===== src/rtl/acr_pkg.sv =====
package acr_pkg;

    typedef enum logic [1:0] {
        OP_NONE  = 2'd0,
        OP_LOAD  = 2'd1,
        OP_SET   = 2'd2,
        OP_THIRD = 2'd3
    } upd_op_e;

    typedef enum logic {
        ST_IDLE = 1'b0,
        ST_RESP = 1'b1
    } bus_state_e;

    localparam int unsigned ACCESS_BYTES = 8;

endpackage


===== src/rtl/acr_addr_decode.sv =====
module acr_addr_decode #(
    parameter int unsigned ADDR_W     = 16,
    parameter logic [ADDR_W-1:0] BASE = 16'h4020
) (
    input  logic [ADDR_W-1:0] addr,
    output logic              hit_plain,
    output logic              hit_third,
    output logic              hit_set
);
    localparam logic [ADDR_W-1:0] THIRD_ADDR = BASE + ADDR_W'(1);
    localparam logic [ADDR_W-1:0] SET_ADDR   = BASE + ADDR_W'(2);

    always_comb begin
        hit_plain = (addr == BASE);
        hit_third = (addr == THIRD_ADDR);
        hit_set   = (addr == SET_ADDR);
    end
endmodule


===== src/rtl/acr_reg_core.sv =====
module acr_reg_core
    import acr_pkg::*;
#(
    parameter int unsigned DATA_W       = 64,
    parameter int unsigned KEEP_W       = 16,
    parameter bit          THIRD_CLEARS = 1'b0
) (
    input  logic              clk,
    input  logic              rst_n,
    input  logic              upd_valid,
    input  upd_op_e           upd_op,
    input  logic [DATA_W-1:0] upd_data,
    output logic [DATA_W-1:0] value_o,
    output logic              irq_o
);
    localparam int unsigned DROP_W = DATA_W - KEEP_W;
    localparam logic [DATA_W-1:0] KEEP_MASK = {{KEEP_W{1'b1}}, {DROP_W{1'b0}}};

    logic [DATA_W-1:0] cur_q;
    logic              irq_q;
    logic [DATA_W-1:0] third_res;
    logic [DATA_W-1:0] raw_next;
    logic [DATA_W-1:0] next_val;

    generate
        if (THIRD_CLEARS) begin : g_third_clear
            always_comb third_res = '0;
        end else begin : g_third_and
            always_comb third_res = cur_q & upd_data;
        end
    endgenerate

    always_comb begin
        unique case (upd_op)
            OP_LOAD:  raw_next = upd_data;
            OP_SET:   raw_next = cur_q | upd_data;
            OP_THIRD: raw_next = third_res;
            default:  raw_next = cur_q;
        endcase
        next_val = raw_next & KEEP_MASK;
    end

    always_ff @(posedge clk) begin
        if (!rst_n) begin
            cur_q <= '0;
            irq_q <= 1'b0;
        end else if (upd_valid && (upd_op != OP_NONE)) begin
            cur_q <= next_val;
            irq_q <= next_val[DATA_W-1];
        end
    end

    assign value_o = cur_q;
    assign irq_o   = irq_q;
endmodule


===== src/rtl/acr_bus_fsm.sv =====
module acr_bus_fsm
    import acr_pkg::*;
#(
    parameter int unsigned DATA_W = 64,
    parameter int unsigned SIZE_W = 4
) (
    input  logic              clk,
    input  logic              rst_n,
    input  logic              req_valid,
    input  logic              req_write,
    input  logic [SIZE_W-1:0] req_size,
    input  logic              hit_plain,
    input  logic              hit_third,
    input  logic              hit_set,
    input  logic [DATA_W-1:0] cur_val,
    output logic              req_ready,
    output logic              rsp_valid,
    output logic              rsp_err,
    output logic [DATA_W-1:0] rsp_rdata,
    output logic              upd_valid,
    output upd_op_e           upd_op
);
    bus_state_e        state_q, state_d;
    logic              accept;
    logic              size_ok;
    logic              err_q;
    logic [DATA_W-1:0] rdata_q;

    assign size_ok = (req_size == SIZE_W'(ACCESS_BYTES));
    assign accept  = req_valid && (state_q == ST_IDLE);

    // state register
    always_ff @(posedge clk) begin
        if (!rst_n) state_q <= ST_IDLE;
        else        state_q <= state_d;
    end

    // transitions
    always_comb begin
        state_d = state_q;
        unique case (state_q)
            ST_IDLE: if (accept) state_d = ST_RESP;
            ST_RESP: state_d = ST_IDLE;
            default: state_d = ST_IDLE;
        endcase
    end

    // outputs by state
    always_comb begin
        req_ready = 1'b0;
        rsp_valid = 1'b0;
        unique case (state_q)
            ST_IDLE: req_ready = 1'b1;
            ST_RESP: rsp_valid = 1'b1;
            default: ;
        endcase
    end

    // update request toward the register core
    always_comb begin
        upd_valid = accept && req_write && size_ok;
        if (hit_plain)      upd_op = OP_LOAD;
        else if (hit_set)   upd_op = OP_SET;
        else if (hit_third) upd_op = OP_THIRD;
        else                upd_op = OP_NONE;
    end

    // response capture at acceptance
    always_ff @(posedge clk) begin
        if (!rst_n) begin
            err_q   <= 1'b0;
            rdata_q <= '0;
        end else if (accept) begin
            err_q   <= !size_ok;
            rdata_q <= (!req_write && size_ok && hit_plain) ? cur_val : '0;
        end
    end

    assign rsp_err   = rsp_valid && err_q;
    assign rsp_rdata = rsp_valid ? rdata_q : '0;
endmodule


===== src/rtl/alias_ctrl_reg.sv =====
module alias_ctrl_reg
    import acr_pkg::*;
#(
    parameter int unsigned ADDR_W       = 16,
    parameter logic [ADDR_W-1:0] BASE   = 16'h4020,
    parameter int unsigned DATA_W       = 64,
    parameter int unsigned KEEP_W       = 16,
    parameter int unsigned SIZE_W       = 4,
    parameter bit          THIRD_CLEARS = 1'b0
) (
    input  logic              clk,
    input  logic              rst_n,
    input  logic              req_valid,
    output logic              req_ready,
    input  logic              req_write,
    input  logic [ADDR_W-1:0] req_addr,
    input  logic [SIZE_W-1:0] req_size,
    input  logic [DATA_W-1:0] req_wdata,
    output logic              rsp_valid,
    output logic              rsp_err,
    output logic [DATA_W-1:0] rsp_rdata,
    output logic              irq_out
);
    logic              hit_plain, hit_third, hit_set;
    logic              upd_valid;
    upd_op_e           upd_op;
    logic [DATA_W-1:0] cur_val;

    acr_addr_decode #(.ADDR_W(ADDR_W), .BASE(BASE)) u_dec (
        .addr      (req_addr),
        .hit_plain (hit_plain),
        .hit_third (hit_third),
        .hit_set   (hit_set)
    );

    acr_bus_fsm #(.DATA_W(DATA_W), .SIZE_W(SIZE_W)) u_fsm (
        .clk       (clk),
        .rst_n     (rst_n),
        .req_valid (req_valid),
        .req_write (req_write),
        .req_size  (req_size),
        .hit_plain (hit_plain),
        .hit_third (hit_third),
        .hit_set   (hit_set),
        .cur_val   (cur_val),
        .req_ready (req_ready),
        .rsp_valid (rsp_valid),
        .rsp_err   (rsp_err),
        .rsp_rdata (rsp_rdata),
        .upd_valid (upd_valid),
        .upd_op    (upd_op)
    );

    acr_reg_core #(.DATA_W(DATA_W), .KEEP_W(KEEP_W), .THIRD_CLEARS(THIRD_CLEARS)) u_core (
        .clk       (clk),
        .rst_n     (rst_n),
        .upd_valid (upd_valid),
        .upd_op    (upd_op),
        .upd_data  (req_wdata),
        .value_o   (cur_val),
        .irq_o     (irq_out)
    );
endmodule


===== config.mk =====
export PLATFORM = sky130hd
export DESIGN_NAME = alias_ctrl_reg
export DESIGN_NICKNAME = d
export VERILOG_FILES = /design/src/rtl/acr_pkg.sv /design/src/rtl/acr_addr_decode.sv /design/src/rtl/acr_reg_core.sv /design/src/rtl/acr_bus_fsm.sv /design/src/rtl/alias_ctrl_reg.sv
export SDC_FILE = /design/constraint.sdc
export NUM_CORES = 1
export LEC_CHECK = 0
export CAP_MARGIN = 30
export CORE_UTILIZATION = 25
export CTS_BUF_LIST = sky130_fd_sc_hd__clkbuf_8
export CTS_CLUSTER_SIZE = 25
export DETAILED_ROUTE_END_ITERATION = 6
export DONT_BUFFER_PORTS = 1
export PLACE_DENSITY = 0.46
export SYNTH_ARGS = -nofsm -noshare
export SYNTH_HDL_FRONTEND = slang
export SYNTH_SLANG_ARGS = --single-unit

===== constraint.sdc =====
create_clock -name clk -period 2.3 [get_ports clk]
set_input_delay 0.46 -clock clk [delete_from_list [all_inputs] [get_ports clk]]
set_output_delay 0.46 -clock clk [all_outputs]
set_load 0.02 [all_outputs]

==> results of run 1 <==
[state kept, by name, summed over array words and instances (netlist names)]
signal          count
u_fsm.err_q         1
u_fsm.state_q       1
u_fsm.rdata_q      16
u_core.value_o     16
[worst max-delay path, cell delays in order]
cell,delay (ns)
or4_4,0.54
or2_0,0.35
buf_12,0.20
o41ai_1,0.37
a21oi_1,0.10
[where the power goes]
group / internal [mW] / switching, mW / total, mW
logic: 0.0210 / 0.114 / 0.135
clock network: 0.240 / 0.220 / 0.461
registers: 0.591 / 0.00138 / 0.592
[per-stage QoR]
stage               hold WS, ns  utilization, %  setup WS [ns]  area [um2]
floorplan                 0.427               -          0.203        2200
global placement          0.437            25.5          0.174        1980
detailed placement        0.440            25.5          0.142        1980
CTS                       0.305            26.8          0.455        2080
global route              0.305            26.8          0.345        2080
finish                    0.315            26.8          0.440        2080
[layer usage]
metal  vias up  part of all wire, %  global-route usage, %
met5         -                    0                      0
met4         0                  1.6                   4.69
met3         7                  6.4                   3.32
met2        71                   46                   17.9
met1       747                   46                   15.3
li1        799                    -                      -
[how the worst max path moves through the flow]
stage	startpoint	to	slack, ns	cells after the start
finish	req_addr[11]	u_core.value_o[48]	0.44	5
global route	req_addr[11]	u_core.value_o[48]	0.35	5
CTS	req_addr[11]	u_core.value_o[48]	0.45	5
detailed placement	req_addr[11]	u_core.value_o[50]	0.14	5
global placement	req_addr[11]	u_core.value_o[57]	0.17	5
floorplan	req_addr[11]	u_core.value_o[50]	0.20	6
[kinds of logic (layout without fill, tap and decap cells)]
family	after synthesis	in the layout	share of synthesized area [%]
simple gates	100	100	28.8
compound gates	51	51	15.6
buf+inv	68	21	21.7
flops	34	34	33.7
other cells	1	48	0.186
[layout by cell type (no fill, tap or decap)]
master,count
a21oi_1,32
a31oi_1,1
and2_1,17
and4_1,1
buf_12,1
buf_4,9
clkbuf_8,6
clkinv_2,1
clkinvlp_4,1
conb_1,48
dfxtp_1,34
inv_1,3
nand2_1,19
nand2b_1,16
nand3_1,15
nand4_1,17
nor2_1,3
nor2b_1,3
nor3_1,1
nor4_2,1
nor4b_1,2
o21ai_0,2
o31ai_1,1
o41ai_1,15
or2_0,1
or4_1,1
or4_4,1
or4b_2,1
or4b_4,1
[area by class of cell]
cell class,instances,area [um2],share of cell area (%)
clock buffer,6,82.6,3.97
clock inverter,2,12.5,0.602
inverter,3,11.3,0.542
multi-input combinational,199,1080,51.8
sequential,34,681,32.7
tap,102,128,6.14
timing repair buffer,10,87.6,4.21
==> results.json, run 1 <==
{
  "ys.flop_type": "dfxtp_1",
  "track_usage_pct": 11.7,
  "place_inst": 348,
  "synth_edf_count": 0,
  "finalCritPeriodShare_pct": 80.9,
  "grt_setup_unrepaired": "no",
  "cts_made_buffers": 5,
  "first_pass_iters": 7,
  "clk_pin_slew_ns": 0.07,
  "min_from": "req_wdata[58]",
  "ios": 156,
  "post-cts-setup-buffer-count": 0,
  "fin_tns_setup_ns": 0,
  "synth_top_area_share_pct": 33.7,
  "min_to": "u_core.value_o[58]",
  "antenna_found_initial": 0,
  "n_antenna_cell": 0,
  "fillCellCount": 859,
  "remaining_drc_errors": 0,
  "h-tree-depth": 2,
  "grt_max_degree": 34,
  "crit_arrival_ns": 2.02,
  "relSlewSlack_pct": 63.2,
  "routed_wl_um": 4890,
  "tightestPinTransition_ns": 0.551,
  "die_area_um2": 8440,
  "reg2reg_to": "u_core.value_o[48]",
  "drive_gt1_share_pct": 8.66,
  "cp_max_fo": 14,
  "cp-end-kind": "flip-flop",
  "first_global_vias": 1404,
  "setup_viol": 0,
  "synth_cell_type_count": 28,
  "ys_seq_area_share_pct": 33.7,
  "synth_area_leader_cell": "dfxtp_1",
  "timing.rr.start": "u_fsm.state_q",
  "dr.first_iter.drc_count": 58,
  "syn_to_final_growth_pct": 2.97,
  "postSynth.asyncResetShare_pct": 0,
  "hold_depth": 2,
  "vias": 1624,
  "place_hpwl_um": 3450,
  "ctsResizeCount": 0,
  "crit_type": "in -> reg",
  "status": "finished, final reports clean",
  "power.density_nw_per_um2": 571,
  "portBuffers": 0,
  "avgSynthCellArea_um2": 7.95,
  "root_buffer": "clkbuf_8",
  "die_h_um": 91.9,
  "power_leakage_nw": 0.747,
  "yosysMostFrequentCell": "buf_4",
  "cts_buffer_depth": 2,
  "rows": 32,
  "skew_ns": 0.00391,
  "globalplace.congestion": 0.770,
  "yosys-top-cells-count": "buf_4, dfxtp_1, a21oi_1, nand2_1",
  "crit_path_start_kind": "input port",
  "grt_pass1_wl_um": 7560,
  "fp.dieW_um": 91.9,
  "wire_per_inst_um": 13.7,
  "hold_viol": 0,
  "insertion_delay_ns": 0.29,
  "worstPathRequired_ns": 2.46,
  "maxSlewViolCount": 0,
  "start_util_pct": 26.0,
  "numClockSinks": 34,
  "holdBufCountCts": 0,
  "synth_area_um2": 2020,
  "power_mw": 1.19,
  "worst_r2r_path_depth": 5,
  "core_um2": 7770,
  "antenna_left": 0,
  "fin_cells": 356,
  "final_period_minus_worst_setup_slack_ns": 1.86,
  "synthTopCellsByArea": "dfxtp_1, buf_4, a21oi_1",
  "vias_per_cell": 4.56,
  "min_path_type": "in -> reg",
  "synth_warnings": 0,
  "overflow": 0,
  "cap_viol_max_count": 0,
  "cts_tree": "done",
  "irDropWorstVdd_v": 0.000181,
  "fmax_mhz": 538,
  "layout.nets": 341,
  "ff2ff_setup_slack_ns": 0.59,
  "synth_seq_cells": 34,
  "syn_inst": 254
}
Note: power is estimated with default switching activity, not from simulation.
==> run 2: changes to the inputs <==
Clock period 2.3 ns to 1.9 ns, I/O delays scaled along.
==> run 2 against run 1 <==
Sequential power rose by 21%. Critical path type unchanged. Count of clock-buffer cells in the layout unchanged. Clock skew increased by 0.0031 ns. Global-route usage rose by 0.99 points. Sequential share of layout area is 1.7 points lower. Register-to-register slack got worse by 0.24 ns. Hold slack got worse by 0.089 ns. Highest routed layer unchanged. Power rose by 23%. Routed wire length rose by 7.4%. Critical path depth did not move.
==> results.json, run 2 (same netlist as run 1, synthesis figures left out) <==
{
  "finalCritPeriodShare_pct": 86.1,
  "cp-end-kind": "flip-flop",
  "grt_setup_unrepaired": "no",
  "first_global_vias": 1526,
  "insertion_delay_ns": 0.29,
  "power_leakage_nw": 0.782,
  "critical-path-slowest-cell": "or4b_4",
  "design_area_um2": 2200,
  "vias_per_cell": 4.57,
  "ios": 156,
  "grt_pass1_wl_um": 8180,
  "crit_chain": "or4b_4 > or2_0 > buf_4 > or4_1 > a31oi_1",
  "worst_r2r_path_depth": 5,
  "hold_depth": 2,
  "cts_buffer_depth": 2,
  "post-cts-setup-buffer-count": 0,
  "crit_arrival_ns": 1.86,
  "hold_viol": 0,
  "fp.dieW_um": 91.9,
  "irDropWorstVdd_v": 0.000200,
  "place_hpwl_um": 3580,
  "final_period_minus_worst_setup_slack_ns": 1.64,
  "final_common_cell": "conb_1",
  "antenna_left": 0,
  "place_area_um2": 2100,
  "track_usage_pct": 12.6,
  "layout.nets": 348,
  "setup_viol": 0,
  "cp.depth": 5,
  "numClockSinks": 34,
  "ctsResizeCount": 0,
  "rows": 32,
  "cp_max_fo": 11,
  "setup_ws_ns": 0.263,
  "pre_cts_slack_ns": -0.0343,
  "cts_made_buffers": 5,
  "wire_per_inst_um": 14.5,
  "drive_gt1_share_pct": 14.2,
  "vias": 1658,
  "skew_ns": 0.00698,
  "fmax_mhz": 611,
  "globalplace.congestion": 0.729,
  "hold_slack_ns": 0.226,
  "crit_path_start_kind": "input port",
  "holdBufCountCts": 0,
  "root_buffer": "clkbuf_8",
  "crit_family": "simple AND/OR/NAND/NOR gates",
  "min_path_type": "in -> reg",
  "utilization_pct": 28.3,
  "maxSlewViolCount": 0,
  "critPathBufInv": 1,
  "cap_viol_max_count": 0,
  "portBuffers": 0,
  "h-tree-depth": 2,
  "clk_pin_slew_ns": 0.07,
  "grt_max_degree": 34,
  "power.density_nw_per_um2": 665,
  "routed_wl_um": 5250,
  "final_cell_mix": "conb_1, dfxtp_1, a21oi_1",
  "dr.first_iter.drc_count": 61,
  "remaining_drc_errors": 0,
  "start_util_pct": 26.0,
  "status": "finished, final reports clean",
  "first_pass_iters": 4,
  "overflow": 0,
  "core_um2": 7770,
  "power_mw": 1.46,
  "syn_to_final_growth_pct": 8.74,
  "crit_type": "in -> reg",
  "die_h_um": 91.9,
  "cts_tree": "done",
  "die_area_um2": 8440,
  "antenna_found_initial": 0,
  "cpPeakStageDelay_ns": 0.52,
  "n_antenna_cell": 0,
  "worstPathRequired_ns": 2.12
}
-- run 2: changes by cell type in the layout (fill, tap and decap cells not counted), sizes merged --
cell	delta
buf	+7
clkinvlp	-1
inv	+1
-- run 2: worst paths after layout --
kind | start | to | slack [ns]
setup reg to reg | u_fsm.state_q | u_core.value_o[48] | 0.35
hold / removal | req_wdata[51] | u_core.value_o[51] | 0.23
setup / recovery | req_addr[4] | u_core.value_o[63] | 0.26
hold reg to reg | u_fsm.rdata_q[52] | u_fsm.rdata_q[52] | 0.45
-- run 2: routing by layer --
metal	vias to the layer above	track usage, %	part of all wire [%]
met2	75	20.1	46
met5	-	0	0
met1	765	15.1	43
met3	9	4.98	9.0
li1	809	-	-
met4	0	5.47	1.7
-- run 2: through the flow --
| step | cells | TNS [ns] |
|---|---|---|
| 4_1_cts | 363 | 0 |
| 3_3_place_gp | 355 | -0.0963 |
| 6_report | 363 | 0 |
| 2_1_floorplan | 301 | -0.0530 |
| 5_1_grt | 363 | 0 |
| 3_5_place_dp | 355 | -0.246 |
-- run 2: report_power, final --
group | internal [mW] | switching (mW)
clock network | 0.287 | 0.280
registers | 0.715 | 0.00115
logic | 0.0301 | 0.146
-- run 2: layout make-up --
| class | count | area, um2 |
|---|---|---|
| clock buffer | 6 | 82.6 |
| clock inverter | 2 | 8.76 |
| fill | 876 | 5570 |
| inverter | 3 | 11.3 |
| multi-input combinational | 199 | 1140 |
| sequential | 34 | 681 |
| tap | 102 | 128 |
| timing repair buffer | 17 | 140 |
==> run 3: changes to the inputs <==
Settings changed: ABC_AREA set to 1.
==> run 3 against run 2 <==
Area after synthesis grew 21%. Die area grew 20%. Power grew 6.0%. Highest routed layer unchanged.
==> results.json, run 3 <==
{
  "synthTopCellsByArea": "dfxtp_1, buf_4, inv_1",
  "globalplace.congestion": 0.726,
  "synth_edf_count": 0,
  "cp-end-kind": "primary output",
  "numClockSinks": 34,
  "ff2ff_setup_slack_ns": 0.28,
  "h-tree-depth": 2,
  "pre_cts_slack_ns": 0.109,
  "synth_warnings": 0,
  "p_switching_mw": 0.424,
  "yosysMostFrequentCell": "inv_1",
  "root_buffer": "clkbuf_8",
  "syn_inst": 371,
  "worstPathRequired_ns": 1.52,
  "synth_seq_cells": 34,
  "die_h_um": 101,
  "grt_use_met1_pct": 14.8,
  "synth_top_family_by_area": "simple AND/OR/NAND/NOR gates",
  "holdBufCountCts": 0,
  "grtUsageMet2_pct": 16.5,
  "synth_top_area_share_pct": 27.9,
  "place_area_um2": 2360,
  "ctsResizeCount": 0,
  "die_area_um2": 10200,
  "rows": 35,
  "crit_path_start_kind": "flip-flop",
  "synth_area_um2": 2440,
  "first_global_vias": 1713,
  "worst_r2r_path_depth": 6,
  "cap_viol_max_count": 0,
  "synth_compound_area_share_pct": 4.10,
  "yosys.area_share.xor_xnor_pct": 0,
  "synthMuxAreaShare_pct": 0,
  "p_comb_share_pct": 9.8,
  "postSynth.asyncResetShare_pct": 0,
  "power_frac_seq_pct": 46.4,
  "cts_made_buffers": 5,
  "clockPowerShare_pct": 43.8,
  "dr.first_iter.drc_count": 67,
  "avgSynthCellArea_um2": 6.58,
  "status": "finished, final reports clean",
  "overflow": 0,
  "min_from": "rst_n",
  "layout.nets": 452,
  "synth_cell_type_count": 22,
  "hold_depth": 2,
  "antenna_found_initial": 0,
  "n_antenna_cell": 0,
  "yosys-top-cells-count": "inv_1, nand2_1, buf_4, nor2_1, nand3_1",
  "grt_pass1_wl_um": 8820,
  "timing.rr.start": "u_fsm.state_q",
  "insertion_delay_ns": 0.29,
  "synthSimpleGateAreaFrac_pct": 38.1,
  "maxSlewViolCount": 0,
  "track_usage_pct": 11.0,
  "power_mw": 1.55,
  "irDropWorstVdd_v": 0.000272,
  "cts_tree": "done",
  "antenna_left": 0,
  "core_um2": 9330,
  "finalCritPeriodShare_pct": 87.6,
  "grt_setup_unrepaired": "no",
  "final_cell_mix": "inv_1, nand2_1, conb_1",
  "skew_ns": 0.0102,
  "remaining_drc_errors": 0,
  "fin_cells": 494,
  "hold_slack_ns": 0.210,
  "routed_wl_um": 5490,
  "utilization_pct": 26.5,
  "fp.dieW_um": 101,
  "ios": 156,
  "crit_type": "reg -> out",
  "fin_tns_setup_ns": 0,
  "drive_gt1_share_pct": 8.77,
  "place_inst": 486,
  "wire_per_inst_um": 11.1,
  "globalRoute.busiestLayer": "met2",
  "power.density_nw_per_um2": 625,
  "ys_seq_area_share_pct": 27.9,
  "grt_max_degree": 31,
  "setup_ws_ns": 0.236,
  "ys.flop_type": "dfxtp_1",
  "reg2reg_to": "u_core.value_o[61]",
  "portBuffers": 0,
  "post-cts-setup-buffer-count": 0,
  "synth_fa_ha_area_share_pct": 0,
  "first_pass_iters": 4,
  "syn_to_final_growth_pct": 1.43,
  "vias_per_cell": 4.03,
  "design_area_um2": 2480,
  "cts_buffer_depth": 2,
  "p_int_mw": 1.12,
  "crit_arrival_ns": 1.28,
  "power_leakage_nw": 1.24,
  "final_period_minus_worst_setup_slack_ns": 1.66,
  "setup_viol": 0,
  "clk_pin_slew_ns": 0.08,
  "vias": 1991,
  "synth_area_leader_cell": "dfxtp_1",
  "min_to": "u_core.value_o[63]",
  "start_util_pct": 26.2,
  "grt_use_met3_pct": 3.81,
  "final_common_cell": "inv_1",
  "cp_max_fo": 13,
  "place_hpwl_um": 4000,
  "swShare_pct": 27.4,
  "fmax_mhz": 601,
  "hold_viol": 0,
  "min_path_type": "in -> reg"
}
run 3: cell types whose count changed in the layout (fill, tap and decap cells not counted), moves of 16 or more:
cell	previous run	this run
nand2b_1	16	0
and2_1	17	0
nor2_1	3	42
nand3_1	15	36
nand2_1	19	59
inv_1	4	62
run 3: per-layer routing:
layer / up-vias / routed length [um] / part of all wire (%)
li1: 1043 / - / -
met1: 862 / 2570 / 47
met2: 84 / 2390 / 44
met3: 2 / 488 / 8.9
met4: 0 / 34 / 0.62
met5: - / 0 / 0
run 3: worst max path at each step:
| stage | cells past startpoint | endpoint | from | slack, ns |
|---|---|---|---|---|
| final | 3 | rsp_rdata[62] | u_fsm.state_q | 0.24 |
| after global routing | 6 | u_core.value_o[62] | u_fsm.state_q | 0.13 |
| after CTS | 3 | rsp_rdata[62] | u_fsm.state_q | 0.19 |
| after detailed placement | 8 | u_core.value_o[61] | req_addr[15] | 0.11 |
| after global placement | 8 | u_core.value_o[61] | req_addr[4] | 0.15 |
| after floorplan | 4 | rsp_rdata[54] | u_fsm.state_q | 0.41 |
run 3: area by class of cell:
cell class	count	area (um2)
clock buffer	5	68.8
fill	1059	6850
timing repair buffer	6	70.1
multi-input combinational	253	1210
sequential	34	681
tap	129	161
inverter	64	240
clock inverter	3	45.0
run 3: critical path, stage by stage, from the launching register on:
cell and delay, ns:
dfxtp_1 0.47, buf_4 0.28, nand2_1 0.10, inv_1 0.16
run 3: cells by family after synthesis:
logic type / Yosys count
buf+inv: 131
other cells: 1
simple gates: 186
flops: 34
compound gates: 19
run 3: power groups by stage:
stage,Clock (mW),Combinational [mW],Sequential [mW]
3_3_place_gp,0,0.151,0.735
5_1_grt,0.719,0.169,0.719
4_1_cts,0.693,0.152,0.718
6_report,0.677,0.152,0.718
2_1_floorplan,0,0.221,0.735
3_5_place_dp,0,0.153,0.735
